## src/rtl/spec_fadd.sv

```systemverilog
module spec_fadd #(
  parameter int SHIFT_LOG = 3,
  parameter bit HAS_SWAP  = 1'b1
) (
  input  logic        clk,
  input  logic        rst_n,
  input  logic        in_valid,
  input  logic [31:0] op_a,
  input  logic [31:0] op_b,
  input  logic        sub,
  output logic        out_valid,
  output logic [31:0] result,
  output logic        fallback
);
  localparam int LIM = 1 << SHIFT_LOG;
  localparam int W   = 24 + LIM;
  localparam int DW  = SHIFT_LOG + 1;

  logic        sb_eff, b_big, swp, hi_s, lo_s, special, far, fb0;
  logic [31:0] hi, lo;
  logic [7:0]  diff;
  logic [DW-1:0] dsh;
  logic [W-1:0]  a_ext, b_ext;
  logic [W:0]    sum0;

  assign sb_eff  = op_b[31] ^ sub;
  assign b_big   = op_b[30:0] > op_a[30:0];
  assign swp     = HAS_SWAP && b_big;
  assign hi      = swp ? op_b : op_a;
  assign lo      = swp ? op_a : op_b;
  assign hi_s    = swp ? sb_eff : op_a[31];
  assign lo_s    = swp ? op_a[31] : sb_eff;
  assign special = (op_a[30:23] == 8'd0) || (op_a[30:23] == 8'hFF) ||
                   (op_b[30:23] == 8'd0) || (op_b[30:23] == 8'hFF);
  assign diff    = hi[30:23] - lo[30:23];
  assign far     = 32'(diff) > LIM;
  assign fb0     = special || far || (!HAS_SWAP && b_big);
  assign dsh     = diff[DW-1:0];
  assign a_ext   = {1'b1, hi[22:0], {LIM{1'b0}}};
  assign b_ext   = {1'b1, lo[22:0], {LIM{1'b0}}} >> dsh;
  assign sum0    = (hi_s ^ lo_s) ? ({1'b0, a_ext} - {1'b0, b_ext})
                                 : ({1'b0, a_ext} + {1'b0, b_ext});

  logic         v1, f1, s1;
  logic [7:0]   e1;
  logic [W:0]   m1;

  always_ff @(posedge clk or negedge rst_n) begin
    if (!rst_n) begin
      v1 <= 1'b0; f1 <= 1'b0; s1 <= 1'b0; e1 <= '0; m1 <= '0;
    end else begin
      v1 <= in_valid;
      f1 <= fb0;
      s1 <= hi_s;
      e1 <= hi[30:23];
      m1 <= sum0;
    end
  end

  logic          hit, grd, stk, rup, fb2;
  logic [DW-1:0] sh;
  logic [W:0]    norm;
  logic [23:0]   mant;
  logic [24:0]   mr;
  logic [22:0]   frac;
  int            e_pre, e_fin;

  always_comb begin
    hit = 1'b0;
    sh  = '0;
    for (int k = 0; k <= LIM + 1; k++) begin
      if (!hit && m1[W-k]) begin
        hit = 1'b1;
        sh  = DW'(k);
      end
    end
  end

  assign norm  = m1 << sh;
  assign mant  = norm[W:W-23];
  assign grd   = norm[W-24];
  assign stk   = |norm[W-25:0];
  assign rup   = grd & (stk | mant[0]);
  assign mr    = {1'b0, mant} + {24'd0, rup};
  assign frac  = mr[24] ? mr[23:1] : mr[22:0];
  assign e_pre = int'(e1) + 1 - int'(sh);
  assign e_fin = e_pre + int'(mr[24]);
  assign fb2   = f1 || !hit || (e_pre <= 0) || (e_fin >= 255);

  always_ff @(posedge clk or negedge rst_n) begin
    if (!rst_n) begin
      out_valid <= 1'b0; fallback <= 1'b0; result <= '0;
    end else begin
      out_valid <= v1;
      fallback  <= v1 && fb2;
      result    <= (v1 && !fb2) ? {s1, e_fin[7:0], frac} : 32'd0;
    end
  end


  latency_chk: assert property (@(posedge clk) disable iff (!rst_n)
    in_valid |-> ##2 out_valid);


  special_chk: assert property (@(posedge clk) disable iff (!rst_n)
    in_valid && ((op_a[30:23] == 8'd0) || (op_a[30:23] == 8'hFF) ||
                 (op_b[30:23] == 8'd0) || (op_b[30:23] == 8'hFF)) |-> ##2 fallback);


  far_gap_chk: assert property (@(posedge clk) disable iff (!rst_n)
    in_valid && ((op_a[30:23] > op_b[30:23]) ? 32'(op_a[30:23] - op_b[30:23])
                                             : 32'(op_b[30:23] - op_a[30:23])) > LIM
    |-> ##2 fallback);


  exp_range_chk: assert property (@(posedge clk) disable iff (!rst_n)
    out_valid && !fallback |-> (result[30:23] != 8'd0) && (result[30:23] != 8'hFF));


  fb_clean_chk: assert property (@(posedge clk) disable iff (!rst_n)
    (fallback || !out_valid) |-> (result == 32'd0) && (!fallback || out_valid));

  generate
    if (!HAS_SWAP) begin : g_noswap

      noswap_chk: assert property (@(posedge clk) disable iff (!rst_n)
        in_valid && (op_b[30:0] > op_a[30:0]) |-> ##2 fallback);
    end
  endgenerate
endmodule

```

## config.mk

```make
export PLATFORM = sky130hd
export DESIGN_NAME = spec_fadd
export DESIGN_NICKNAME = d
export VERILOG_FILES = /design/src/rtl/spec_fadd.sv
export SDC_FILE = /design/constraint.sdc
export NUM_CORES = 1
export LEC_CHECK = 0
export ABC_AREA = 1
export CAP_MARGIN = 15
export CORE_ASPECT_RATIO = 0.5
export CORE_UTILIZATION = 30
export CTS_BUF_LIST = sky130_fd_sc_hd__clkbuf_2
export CTS_CLUSTER_DIAMETER = 120
export DETAILED_ROUTE_END_ITERATION = 8
export DONT_BUFFER_PORTS = 1
export PLACE_DENSITY_LB_ADDON = 0.15
export SETUP_SLACK_MARGIN = 0.5
export SLEW_MARGIN = 10
export SYNTH_ARGS = -nofsm -noshare
export SYNTH_HDL_FRONTEND = slang
export SYNTH_SLANG_ARGS = --single-unit
```

## constraint.sdc

```tcl
create_clock -name clk -period 7.8 [get_ports clk]
set_input_delay 0.78 -clock clk [delete_from_list [all_inputs] [get_ports clk]]
set_output_delay 0.78 -clock clk [all_outputs]
set_load 0.02 [all_outputs]
```

==> out/summary.txt <==
delay-heaviest family, CP - simple AND/OR/NAND/NOR gates
final core utilization - 32.4%
Worst Path Required - 8300 ps
Hold EP - v1$_DFF_PN0_
Worst R2R Setup Slack - 1360 ps
IO Port Bufs - 0
Slowest Stage Delay on Critical Path - 370 ps
wirelength, routed - 36700 um
Register-to-Register Path Depth - 30
Post-CTS Setup Repair Bufs - 0
First DRT Iteration DRCs - 911
sequential fraction of the synthesis area - 16.9%
number of global-route vias before repair - 10861
total core area - 37600 um^2
max_slew headroom - 35.0%
Filler Cell Count - 4373
fin crit period - 6600 ps
mux cell area share after synthesis - 0.347%
TritonCTS Buffers - 9
ANT nets after route - 0
worst hold path type - input port to register
CP arrival - 7100 ps
crit-path most repeated cell - nand2_1
H-tree levels - 3
DRC Markers - 0
commonest cells after routing, fill and taps aside - nand2_1, inv_1, nor2_1
maximum VDD drop - 0.000105 V
TritonCTS clock tree - yes
kind of critical path - input port to register
Reg area - 1950 um^2
unrepaired setup endpoints after global routing - no
MaxCap Viol Count - 0
Final Skew - 34.6 ps
Row Count - 50
WHS Path Cells - 0
commonest non-fill, non-tap cell in the layout - nand2_1
Root Driver - clkbuf_2
via count - 11818
Crit Reg-Reg Endpoint - result[7]$_DFF_PN0_
largest net degree at the start of global routing - 79
CP startpoint kind - input port
Fin. Hold Viols - 0
RD Place Congestion - 0.924
synthesized cell area - 11500 um^2
die width - 279 um
first-pass GRT wire length - 59200 um
full die area - 39300 um^2
reg2reg start - m1[29]$_DFF_PN0_
DRT Pass-1 Iters - 5
Mean Syn Cell Area - 5.82 um^2
adder-cell area share of the yosys netlist - 10.7%
WP buf/inv - 7
Initial Utilization - 30.7%
Setup crit end kind - register
Setup TNS - 0 ps
compound-cell area share of the yosys netlist - 15.2%
yosys warns - 0
outcome - finished clean
Post-synth top flop - dfrtp_1
clk buf depth - 2
Worst path slowest cell - ha_1
Synth Register Bits - 78
Worst-Skew Late Latency - 580 ps
HP Start - in_valid
share of cells above drive strength 1 - 6.50%
dpl hpwl - 31100 um
post-synth cell types - 62
footprint of the multi-input gates - 8090 um^2
post-route clock period utilization - 84.6%
clock-pin transition on the worst setup and hold timing paths - 250 ps
cell count after synthesis - 1981
Vias per Instance - 4.78
largest family of logic cells by synthesized area - simple AND/OR/NAND/NOR gates
total I/O pin count - 102
XOR/XNOR share of the synthesized area - 2.73%
CP max FO - 18
clk sinks - 78
gr ovfl total - 0
Final setup viols - 0
Die Span Y - 141 um
Max Freq - 0.152 GHz
GRT Util Overall - 18.7%
fraction of the mapped netlist area in simple logic gates - 41.2%
initial antenna violation count - 2
Layout area overhead - 5.51%
EDFF count, synth - 0
layout net count - 2113
Post-Syn Nets - 2146
Slew Viols, Final - 0
Static Leak - 6.56 nW
DR WL/cell - 14.8 um
Power Density - 351 nW/um^2
Worst-Margin Slew - 973 ps
asr flop ratio synth - 100%
==> how the worst max path moves through the flow <==
stage,start,to,slack (ps),depth (start not counted)
floorplan,op_a[29],m1[30]$_DFF_PN0_,1850,39
global route,op_a[30],m1[30]$_DFF_PN0_,500,42
finish,op_a[30],m1[30]$_DFF_PN0_,1200,41
CTS,op_a[30],m1[30]$_DFF_PN0_,1150,42
global placement,op_a[30],m1[32]$_DFF_PN0_,710,40
detailed placement,op_a[30],m1[30]$_DFF_PN0_,500,41
==> per-stage QoR <==
step | setup slack, ps | power, mW | hold slack [ps] | cell area [um^2] | instances
2_1_floorplan | 1850 | 3.19 | 374 | 11500 | 1981
3_3_place_gp | 706 | 4.01 | 436 | 12000 | 2455
3_5_place_dp | 497 | 4.00 | 438 | 12000 | 2455
4_1_cts | 1150 | 4.26 | 114 | 12200 | 2473
5_1_grt | 504 | 4.81 | 93.8 | 12200 | 2474
6_report | 1200 | 4.27 | 192 | 12200 | 2474
==> report_power, final <==
part           internal, mW  total (mW)  switching (mW)
registers             0.502       0.567          0.0658
clock network        0.0791       0.238           0.159
logic                  1.07        3.46            2.39
total                  1.65        4.27            2.62
==> cells by family after synthesis <==
family	Yosys count
multiplexers	4
XOR/XNOR	36
buffers and inverters	366
flip-flops	78
adder cells (fa/ha/maj)	97
AO/OA/AOI/OAI	307
AND/OR/NAND/NOR	1093
==> per-layer routing <==
layer | routed length [um] | GRT usage (%) | vias up | share of wire [%]
met5 | 0 | 0 | - | 0
met4 | 238 | 2.49 | 0 | 0.65
met3 | 1580 | 1.74 | 21 | 4.3
met2 | 14700 | 27.6 | 251 | 40
met1 | 20300 | 29.5 | 5275 | 55
li1 | - | - | 6271 | -
==> cells in the mapped netlist (12+ instances only) <==
library cell / instances / area [um^2]
nand2_1: 635 / 2380
inv_1: 291 / 1090
nor2_1: 163 / 612
nand3_1: 158 / 791
o21ai_0: 123 / 616
ha_1: 95 / 1190
dfrtp_1: 78 / 1950
a21oi_1: 74 / 370
o21ai_1: 40 / 200
clkbuf_1: 29 / 109
nand2_2: 28 / 175
nand4_1: 24 / 150
xor2_1: 24 / 210
nor3_1: 21 / 105
o211ai_1: 16 / 120
nor2_2: 12 / 75.1
xnor2_1: 12 / 105
==> registers in the layout (all words and copies together), names as in the netlist <==
signal and flops:
out_valid 1, f1 1, fallback 1, m1 33, result 32, v1 1
s1 1, e1 8
==> what timing repair did <==
action,CTS,global route
endpoints found under the hold margin,78,0
endpoints found under the setup margin,0,3
hold buffers,2,0
gates resized for setup,0,3
==> area by class of cell <==
cell class	count	share of cell area [%]
Timing Repair Buffer	22	1.75
Inverter	300	9.33
Clock buffer	9	0.370
Clock inverter	7	0.658
Antenna cell	1	0.0206
Sequential cell	78	16.0
Multi-Input combinational cell	1537	66.5
Tap cell	520	5.35
(Power assumes the default switching activity.)
